==> src/rtl/memmap_pkg.sv <==
package memmap_pkg;

    // Owner of the current address
    typedef enum logic [1:0] {
        RGN_NONE = 2'd0,   // below RAM, unmapped
        RGN_CAL  = 2'd1,   // protected low RAM
        RGN_OPEN = 2'd2,   // freely writable RAM
        RGN_ROM  = 2'd3    // program store
    } region_e;

    // Violation guard states
    typedef enum logic [1:0] {
        G_IDLE = 2'd0,
        G_FLAG = 2'd1,
        G_HOLD = 2'd2
    } guard_e;

endpackage

==> src/rtl/memmap_region_decode.sv <==
module memmap_region_decode
    import memmap_pkg::*;
#(
    parameter int ADDR_W   = 16,
    parameter int ROM_LSB  = 13,
    parameter int RAM_LSB  = 6,
    parameter int OPEN_LSB = 9
) (
    input  logic [ADDR_W-1:RAM_LSB] addr_hi,
    output region_e                 region
);
    localparam int RAM_MSB = ROM_LSB - 1;

    logic rom_any;
    logic ram_any;
    logic open_any;

    assign rom_any  = |addr_hi[ADDR_W-1:ROM_LSB];
    assign ram_any  = |addr_hi[RAM_MSB:RAM_LSB];
    assign open_any = |addr_hi[RAM_MSB:OPEN_LSB];

    // Priority: ROM bits win, then open RAM, then calibration RAM
    always_comb begin
        if (rom_any)       region = RGN_ROM;
        else if (open_any) region = RGN_OPEN;
        else if (ram_any)  region = RGN_CAL;
        else               region = RGN_NONE;
    end
endmodule

==> src/rtl/memmap_strobe_gen.sv <==
module memmap_strobe_gen
    import memmap_pkg::*;
(
    input  logic    clk,
    input  logic    rst,
    input  region_e region,
    input  logic    rd_nwr,
    input  logic    phase,
    input  logic    cal_unlock,
    output logic    rom_ce,
    output logic    ram_ce,
    output logic    rd_n,
    output logic    ram_wr_n,
    output logic    blocked
);
    logic wr_ok;

    always_comb begin
        rom_ce = 1'b0;
        ram_ce = 1'b0;
        wr_ok  = 1'b0;
        unique case (region)
            RGN_ROM:  rom_ce = 1'b1;
            RGN_OPEN: begin
                ram_ce = 1'b1;
                wr_ok  = 1'b1;
            end
            RGN_CAL: begin
                ram_ce = 1'b1;
                wr_ok  = cal_unlock;
            end
            RGN_NONE: ;
            default: ;
        endcase
    end

    assign rd_n     = ~(phase & rd_nwr);
    assign ram_wr_n = ~(~phase & ~rd_nwr & wr_ok);
    assign blocked  = ~rd_nwr & (region == RGN_CAL) & ~cal_unlock;

    assert_strobe_excl_R10: assert property (@(posedge clk) disable iff (rst)
        !(!rd_n && !ram_wr_n));

    assert_wr_needs_ram_R7: assert property (@(posedge clk) disable iff (rst)
        !ram_wr_n |-> (ram_ce && !rom_ce));

    assert_blocked_no_wr_R6: assert property (@(posedge clk) disable iff (rst)
        blocked |-> ram_wr_n);
endmodule

==> src/rtl/memmap_guard.sv <==
module memmap_guard
    import memmap_pkg::*;
(
    input  logic clk,
    input  logic rst,
    input  logic blocked,
    output logic violation
);
    guard_e state_q;
    guard_e state_d;

    always_ff @(posedge clk) begin
        if (rst) state_q <= G_IDLE;
        else     state_q <= state_d;
    end

    always_comb begin
        state_d = state_q;
        unique case (state_q)
            G_IDLE: if (blocked)  state_d = G_FLAG;
            G_FLAG: state_d = blocked ? G_HOLD : G_IDLE;
            G_HOLD: if (!blocked) state_d = G_IDLE;
            default: state_d = G_IDLE;
        endcase
    end

    assign violation = (state_q == G_FLAG);

    assert_flag_single_R8: assert property (@(posedge clk) disable iff (rst)
        violation |=> !violation);

    assert_flag_cause_R8: assert property (@(posedge clk) disable iff (rst)
        $rose(violation) |-> $past(blocked));

    assert_reset_clear_R9: assert property (@(posedge clk)
        rst |=> !violation);
endmodule

==> src/rtl/memmap_decoder.sv <==
module memmap_decoder
    import memmap_pkg::*;
#(
    parameter int ADDR_W   = 16,
    parameter int ROM_LSB  = 13,
    parameter int RAM_LSB  = 6,
    parameter int OPEN_LSB = 9
) (
    input  logic              clk,
    input  logic              rst,
    input  logic [ADDR_W-1:0] addr,
    input  logic              rd_nwr,
    input  logic              phase,
    input  logic              cal_unlock,
    output logic              rom_ce,
    output logic              ram_ce,
    output logic              rd_n,
    output logic              ram_wr_n,
    output logic              cal_violation
);
    localparam logic [ADDR_W-1:0] RAM_BASE = ADDR_W'(1) << RAM_LSB;
    localparam logic [ADDR_W-1:0] ROM_BASE = ADDR_W'(1) << ROM_LSB;

    region_e region;
    logic    blocked;

    memmap_region_decode #(
        .ADDR_W  (ADDR_W),
        .ROM_LSB (ROM_LSB),
        .RAM_LSB (RAM_LSB),
        .OPEN_LSB(OPEN_LSB)
    ) u_decode (
        .addr_hi(addr[ADDR_W-1:RAM_LSB]),
        .region (region)
    );

    memmap_strobe_gen u_strobe (
        .clk       (clk),
        .rst       (rst),
        .region    (region),
        .rd_nwr    (rd_nwr),
        .phase     (phase),
        .cal_unlock(cal_unlock),
        .rom_ce    (rom_ce),
        .ram_ce    (ram_ce),
        .rd_n      (rd_n),
        .ram_wr_n  (ram_wr_n),
        .blocked   (blocked)
    );

    memmap_guard u_guard (
        .clk      (clk),
        .rst      (rst),
        .blocked  (blocked),
        .violation(cal_violation)
    );

    assert_ce_excl_R2: assert property (@(posedge clk) disable iff (rst)
        !(rom_ce && ram_ce));

    assert_low_unmapped_R3: assert property (@(posedge clk) disable iff (rst)
        (addr < RAM_BASE) |-> (!rom_ce && !ram_ce && ram_wr_n));

    assert_rom_space_R1: assert property (@(posedge clk) disable iff (rst)
        (addr >= ROM_BASE) |-> (rom_ce && ram_wr_n));
endmodule

==> config.mk <==
export PLATFORM = sky130hd
export DESIGN_NAME = memmap_decoder
export DESIGN_NICKNAME = d
export VERILOG_FILES = /design/src/rtl/memmap_pkg.sv /design/src/rtl/memmap_region_decode.sv /design/src/rtl/memmap_strobe_gen.sv /design/src/rtl/memmap_guard.sv /design/src/rtl/memmap_decoder.sv
export SDC_FILE = /design/constraint.sdc
export NUM_CORES = 1
export LEC_CHECK = 0
export ABC_AREA = 1
export BUFFER_PORTS_ARGS = -buffer_cell sky130_fd_sc_hd__buf_2
export CORE_AREA = 2 2 39 41
export CTS_CLUSTER_DIAMETER = 100
export CTS_CLUSTER_SIZE = 10
export DETAILED_ROUTE_END_ITERATION = 6
export DIE_AREA = 0 0 41 43
export PLACE_DENSITY = 0.53
export SETUP_SLACK_MARGIN = 0.5
export SLEW_MARGIN = 15
export SYNTH_ARGS = -nofsm -noshare
export SYNTH_HDL_FRONTEND = slang
export SYNTH_HIERARCHICAL = 1
export SYNTH_SLANG_ARGS = --single-unit
==> constraint.sdc <==
create_clock -name clk -period 1.4 [get_ports clk]
set_clock_uncertainty 0.15 [all_clocks]
set_input_delay 0.28 -clock clk [delete_from_list [all_inputs] [get_ports clk]]
set_output_delay 0.28 -clock clk [all_outputs]
set_load 0.02 [all_outputs]
==> metrics.md, run 1 <==
| Metric | Value |
|---|---|
| Row Count | 14 |
| Largest net degree at the start of global routing | 4 |
| Final period utilization | 121% |
| Vias in the first global route | 318 |
| Critical path class | in -> out |
| CTS max path bufs | 2 |
| Initial Util | 15.4% |
| CTS tree | done |
| Final ANT Viol Nets | 0 |
| GR Util met1 | 10.3% |
| Most frequent cell after synthesis | nand2_1 |
| Slowest CP cell | nor3_4 |
| Post-CTS Hold Fix Bufs | 0 |
| Worst skew pair latency | 0.22 ns |
| Cell variety after synth | 12 |
| Core area | 1380 sq um |
| GR Overflow Total | 0 |
| Required time worst endpoint | 0.97 ns |
| Routability Congestion | 0.687 |
| R2R depth | 5 |
| Slew Viols, Final | 0 |
| Crit path largest cell delay | 0.20 ns |
| Num ports | 26 |
| Antenna fix cells | 0 |
| Largest Register | u_guard/state_q |
| Most Crowded Layer GR | met2 |
| Rel. slew slack | 87.1% |
| Initial antenna violation count | 0 |
| Vias per inst | 3.70 |
| Cell mode on critical path | buf_6 |
| Yosys top cell by area | dfxtp_1 |
| Critical Path Stages | 7 |
| Worst setup margin | -0.293 ns |
| Setup crit end | rom_ce |
| CP max FO | 3 |
| Drt wl/cell | 7.79 um |
| Tmin final | 1.69 ns |
| Synthesized instance count | 34 |
| Clk root buf | clkbuf_4 |
| Gr usage total | 9.83% |
| Syn_area_per_cell | 6.26 sq um |
| CP delay by family, top | buffers and inverters |
| Peak supply drop | 0.303 mV |
| Layout cells sized above 1 | 84.4% |
| Primary FF master, synth | dfxtp_1 |
| Place WS | -0.358 ns |
| Critical path, cell by cell | buf_6 -> nor3_4 -> nand3_2 -> buf_4 -> buf_6 -> ha_4 -> buf_6 |
| Die X | 41 um |
| Post-layout util | 42.6% |
| RR Startpoint | u_guard/state_q[0]$_SDFFE_PP0P_ |
| Post-Route WL | 623 um |
| M3 GR Usage | 5.24% |
| Die H | 43 um |
| CP bufs+invs | 4 |
| HP Class | in -> reg |
| Vias | 296 |
| Drt pass-1 iters | 1 |
| Mapped Nets | 58 |
| Final count of hold timing violations | 0 |
| Fill cells | 138 |
| Reg2Reg Setup Slack | 0.50 ns |
| Inserted Clock Buffers | 3 |
| Reg2reg end | u_guard/state_q[1]$_SDFFE_PP0P_ |
| Clock transition at path regs | 0.03 ns |
| Seq/Total Area, Yosys | 18.8% |
| Worst Setup SP | addr[13] |
| Status | complete, but fails checks |
| EDFF count, synth | 0 |
| Port bufs | 19 |
| Layout area overhead | 177% |
| Max FFs per register | 2 |
| Yosys top cell area share | 18.8% |
| F_max | 591 MHz |
| CP Capture Type | output pin |
| HPWL Detailed | 421 um |
| First-pass GRT wire length | 1.14 mm |
| # DRC | 0 |
| NumNets Final | 90 |
| PD cells | 466 nW/um^2 |
| Post-synth top cells | nand2_1 (7), nor2_1 (6), inv_1 (5) |
| RSZ-0062 raised after global routing | yes |
| Regs by FF count | u_guard/state_q x2 |
| Synthesized flop and latch total | 2 |
| Drt first-iter violations | 0 |
| DIE AREA | 1760 sq um |
| Startpoint types | input port |
| Failing checks | negative setup slack |
| P_leak | 0.274 nW |
| Arr. time, crit path | 1.26 ns |
| # Max-Cap Violations | 0 |
| Synth top area cells | dfxtp_1 (19%), ha_1 (18%), nand2_1 (12%), nor2_1 (11%), inv_1 (8.8%) |
| Grt met2 use | 13.8% |
| Syn Std Cell Area | 213 sq um |
| Final TNS setup | -0.823 ns |
| Syn. warnings | 6 |
| Worst Tran Pin Value | 0.193 ns |
| H-tree levels | 1 |
| Async S/R FF share, synth | 0% |
| Setup Viol. Count Final | 3 |
| Clk sinks | 2 |
worst min path at each step:
stage | from | to | slack [ns] | cells after the start
final | rst | u_guard/state_q[1]$_SDFFE_PP0P_ | 0.17 | 4
after global routing | rst | u_guard/state_q[1]$_SDFFE_PP0P_ | 0.17 | 4
after CTS | rst | u_guard/state_q[1]$_SDFFE_PP0P_ | 0.16 | 4
after detailed placement | u_guard/state_q[0]$_SDFFE_PP0P_ | u_guard/state_q[1]$_SDFFE_PP0P_ | 0.37 | 3
after global placement | u_guard/state_q[0]$_SDFFE_PP0P_ | u_guard/state_q[1]$_SDFFE_PP0P_ | 0.37 | 3
after floorplan | rd_nwr | u_guard/state_q[1]$_SDFFE_PP0P_ | 0.31 | 3
layer usage:
| metal | routed length, um | part of all wire [%] |
|---|---|---|
| met1 | 258 | 41 |
| met2 | 345 | 55 |
| met3 | 19 | 3.0 |
| met4 | 0 | 0 |
| met5 | 0 | 0 |
timing repair:
item,4_1_cts,5_1_grt
resized for setup,23,7
setup buffers,5,2
pin swaps,10,5
endpoints found under the setup margin,7,7
logic make-up after synthesis:
family        count (synthesis)  synth area share, %
flops                         2                 18.8
fa+ha+maj                     3                 17.6
simple gates                 21                 49.4
buf+inv                       8                 14.1
cell type report:
cell class / count / area [sq um] / area share, %
Clock buffer: 3 / 22.5 / 3.82
Inverter: 8 / 35.0 / 5.94
Multi-Input combinational cell: 24 / 246 / 41.8
Sequential cell: 2 / 42.5 / 7.22
Tap cell: 16 / 20.0 / 3.40
Timing Repair Buffer: 27 / 223 / 37.8
power by group:
part           internal [mW]  switching (mW)
registers             0.0574       0.0000154
logic                 0.0519          0.0398
clock network         0.0944          0.0310
total                  0.204          0.0709
placed cells by master (no fill, tap or decap):
| cell type | count |
|---|---|
| buf_4 | 6 |
| nand2_4 | 1 |
| nand3_4 | 1 |
| inv_1 | 4 |
| nand2_2 | 5 |
| nor3b_2 | 1 |
| clkinv_4 | 1 |
| nor2_1 | 3 |
| buf_6 | 10 |
| clkbuf_4 | 3 |
| ha_4 | 3 |
| nor2_4 | 3 |
| nor2_2 | 1 |
| nand3_2 | 2 |
| nor3_4 | 1 |
| dfxtp_2 | 2 |
| inv_2 | 3 |
| buf_8 | 1 |
| nand2_1 | 3 |
| buf_2 | 10 |
tightest hold or removal path: cells and delay by family:
| kind | cells | cell delay, ns |
|---|---|---|
| simple gates | 2 | 0.12 |
| buf+inv | 2 | 0.11 |
per-stage QoR:
stage,instance area [sq um],power (mW),hold slack [ns],std cells
after floorplan,277,0.0864,0.307,34
after CTS,542,0.271,0.163,78
final,589,0.275,0.171,80
after detailed placement,399,0.119,0.367,70
after global placement,399,0.119,0.368,70
after global routing,589,0.291,0.167,80
Note: power is estimated with default switching activity, not from simulation.
==> run 2: changes to the inputs <==
==> constraint.sdc (replaced) <==
create_clock -name clk -period 1.4 [get_ports clk]
set_clock_uncertainty 0.15 [all_clocks]
set_input_delay 0.42 -clock clk [delete_from_list [all_inputs] [get_ports clk]]
set_output_delay 0.42 -clock clk [all_outputs]
set_load 0.02 [all_outputs]
==> metrics.md, run 2 (synthesized netlist as in run 1, its figures left out) <==
| Metric | Value |
|---|---|
| Antenna fix cells | 0 (unchanged) |
| Core area | 1380 sq um (unchanged) |
| # DRC | 0 (unchanged) |
| Num ports | 26 (unchanged) |
| Regs by FF count | u_guard/state_q x2 (unchanged) |
| Critical path class | in -> out (unchanged) |
| Final count of hold timing violations | 0 (unchanged) |
| Final TNS setup | -1.57 ns (was -0.823 ns) |
| CTS tree | done (unchanged) |
| Worst Hold Depth | 4 (unchanged) |
| R2R depth | 5 (unchanged) |
| Die H | 43 um (unchanged) |
| Initial Util | 15.4% (unchanged) |
| Post-Route WL | 599 um (was 623 um) |
| Clock transition at path regs | 0.03 ns (about the same) |
| PD cells | 482 nW/um^2 (was 466 nW/um^2) |
| Fill cells | 140 (was 138) |
| Vias | 300 (was 296) |
| WHS Endpoint | u_guard/state_q[1]$_SDFFE_PP0P_ (unchanged) |
| First-pass GRT wire length | 1.06 mm (was 1.14 mm) |
| Layout area overhead | 175% (was 177%) |
| Worst Tran Pin Value | 0.198 ns (was 0.193 ns) |
| Reg2Reg Setup Slack | 0.50 ns (about the same) |
| HP Class | in -> reg (unchanged) |
| Final ANT Viol Nets | 0 (unchanged) |
| Clk sinks | 2 (unchanged) |
| Tmin final | 1.98 ns (was 1.69 ns) |
| Vias in the first global route | 311 (was 318) |
| Met3 routed WL | 23 um (was 19 um) |
| Wl on met1 | 212 um (was 258 um) |
| Initial antenna violation count | 0 (unchanged) |
| Most frequent cells in the layout | buf_6 (11), buf_2 (10), nand2_2 (5) (was buf_2 (10), buf_6 (10), buf_4 (6)) |
| Vias per inst | 3.80 (was 3.70) |
| Rel. slew slack | 86.7% (was 87.1%) |
| Row Count | 14 (unchanged) |
| Port bufs | 19 (unchanged) |
| F_max | 505 MHz (was 591 MHz) |
| Clk root buf | clkbuf_4 (unchanged) |
| Drt pass-1 iters | 4 (was 1) |
| DIE AREA | 1760 sq um (unchanged) |
| Overall power | 0.282 mW (was 0.275 mW) |
| Worst skew pair latency | 0.22 ns (about the same) |
| Startpoint types | input port (unchanged) |
| CTS max path bufs | 2 (unchanged) |
| Drt first-iter violations | 2 (was 0) |
| HPWL Detailed | 424 um (was 421 um) |
| Slew Viols, Final | 0 (unchanged) |
| RSZ-0062 raised after global routing | yes (unchanged) |
| Peak supply drop | 0.287 mV (was 0.303 mV) |
| P_leak | 0.267 nW (was 0.274 nW) |
| NumNets Final | 89 (was 90) |
| RR Startpoint | u_guard/state_q[0]$_SDFFE_PP0P_ (unchanged) |
| CP max FO | 3 (unchanged) |
| Arr. time, crit path | 1.41 ns (was 1.26 ns) |
| Setup Viol. Count Final | 5 (was 3) |
| Post-CTS Hold Fix Bufs | 0 (unchanged) |
| Reg2reg end | u_guard/state_q[1]$_SDFFE_PP0P_ (unchanged) |
| WL met2 | 363 um (was 345 um) |
| Inserted Clock Buffers | 3 (unchanged) |
| # Max-Cap Violations | 0 (unchanged) |
| GR Overflow Total | 0 (unchanged) |
| Final period utilization | 141% (was 121%) |
| Largest net degree at the start of global routing | 4 (unchanged) |
| Routability Congestion | 0.639 (was 0.687) |
| CP Capture Type | output pin (unchanged) |
| Worst setup margin | -0.579 ns (was -0.293 ns) |
| Drt wl/cell | 7.58 um (was 7.79 um) |
| Commonest non-fill, non-tap cell in the layout | buf_6 |
| H-tree levels | 1 (unchanged) |
| Highest routing layer actually used | met3 (unchanged) |
| Place WS | -0.650 ns (was -0.358 ns) |
| Worst Min Path Start | rst (unchanged) |
| Die X | 41 um (unchanged) |
| Layout cells sized above 1 | 84.1% (was 84.4%) |
| Gr usage total | 8.53% (was 9.83%) |
| Status | complete, but fails checks (unchanged) |
| Failing checks | negative setup slack (unchanged) |
| Required time worst endpoint | 0.83 ns (was 0.97 ns) |
| Max FFs per register | 2 (unchanged) |
| Largest Register | u_guard/state_q (unchanged) |
[run 2: critical path, cell delays in order]
cell	delay [ns]
buf_6	0.09
nor3_4	0.20
nand3_2	0.16
ha_4	0.31
clkinv_4	0.05
nand3_4	0.06
buf_6	0.11
[run 2: worst max-delay path by stage]
stage,start,end,slack (ns),cells past startpoint
6_report,addr[13],ram_wr_n,-0.58,7
3_3_place_gp,addr[14],ram_wr_n,-0.63,9
2_1_floorplan,addr[14],ram_wr_n,-0.35,5
5_1_grt,addr[9],ram_wr_n,-0.63,9
4_1_cts,addr[15],ram_wr_n,-0.58,9
3_5_place_dp,addr[14],ram_wr_n,-0.65,9
[run 2: what timing repair did]
action | 4_1_cts | 5_1_grt
buffers inserted | 3 | 1
pin swaps | 9 | 9
endpoints found under the setup margin | 7 | 7
resized for setup | 22 | 5
[run 2: layout make-up]
type                    instances  area (sq um)  share of cell area, %
repair buffers                 26           219                   37.5
clock buffers                   3          22.5                   3.85
well taps                      16          20.0                   3.43
flip-flops and latches          2          42.5                   7.28
multi-input cells              24           245                   42.0
inverters                       8          35.0                   6.00
[run 2: layer usage]
layer | track usage, % | vias to the layer above
met3 | 2.09 | 0
li1 | - | 161
met2 | 14.7 | 6
met5 | 0 | -
met4 | 4.00 | 0
met1 | 9.00 | 133
[run 2: metrics by stage]
stage	hold WS, ns	util, %	std cells	instance area (sq um)
2_1_floorplan	0.347	-	34	293
3_3_place_gp	0.367	31.1	72	430
3_5_place_dp	0.369	31.1	72	430
4_1_cts	0.300	40.1	78	556
5_1_grt	0.327	42.2	79	584
6_report	0.319	42.2	79	584
[run 2: power by group]
group	total [mW]	leakage [nW]	switching, mW	internal (mW)
registers	0.0574	0.0171	0.0000160	0.0574
logic	0.0979	0.236	0.0421	0.0558
clock network	0.126	0.0138	0.0318	0.0945
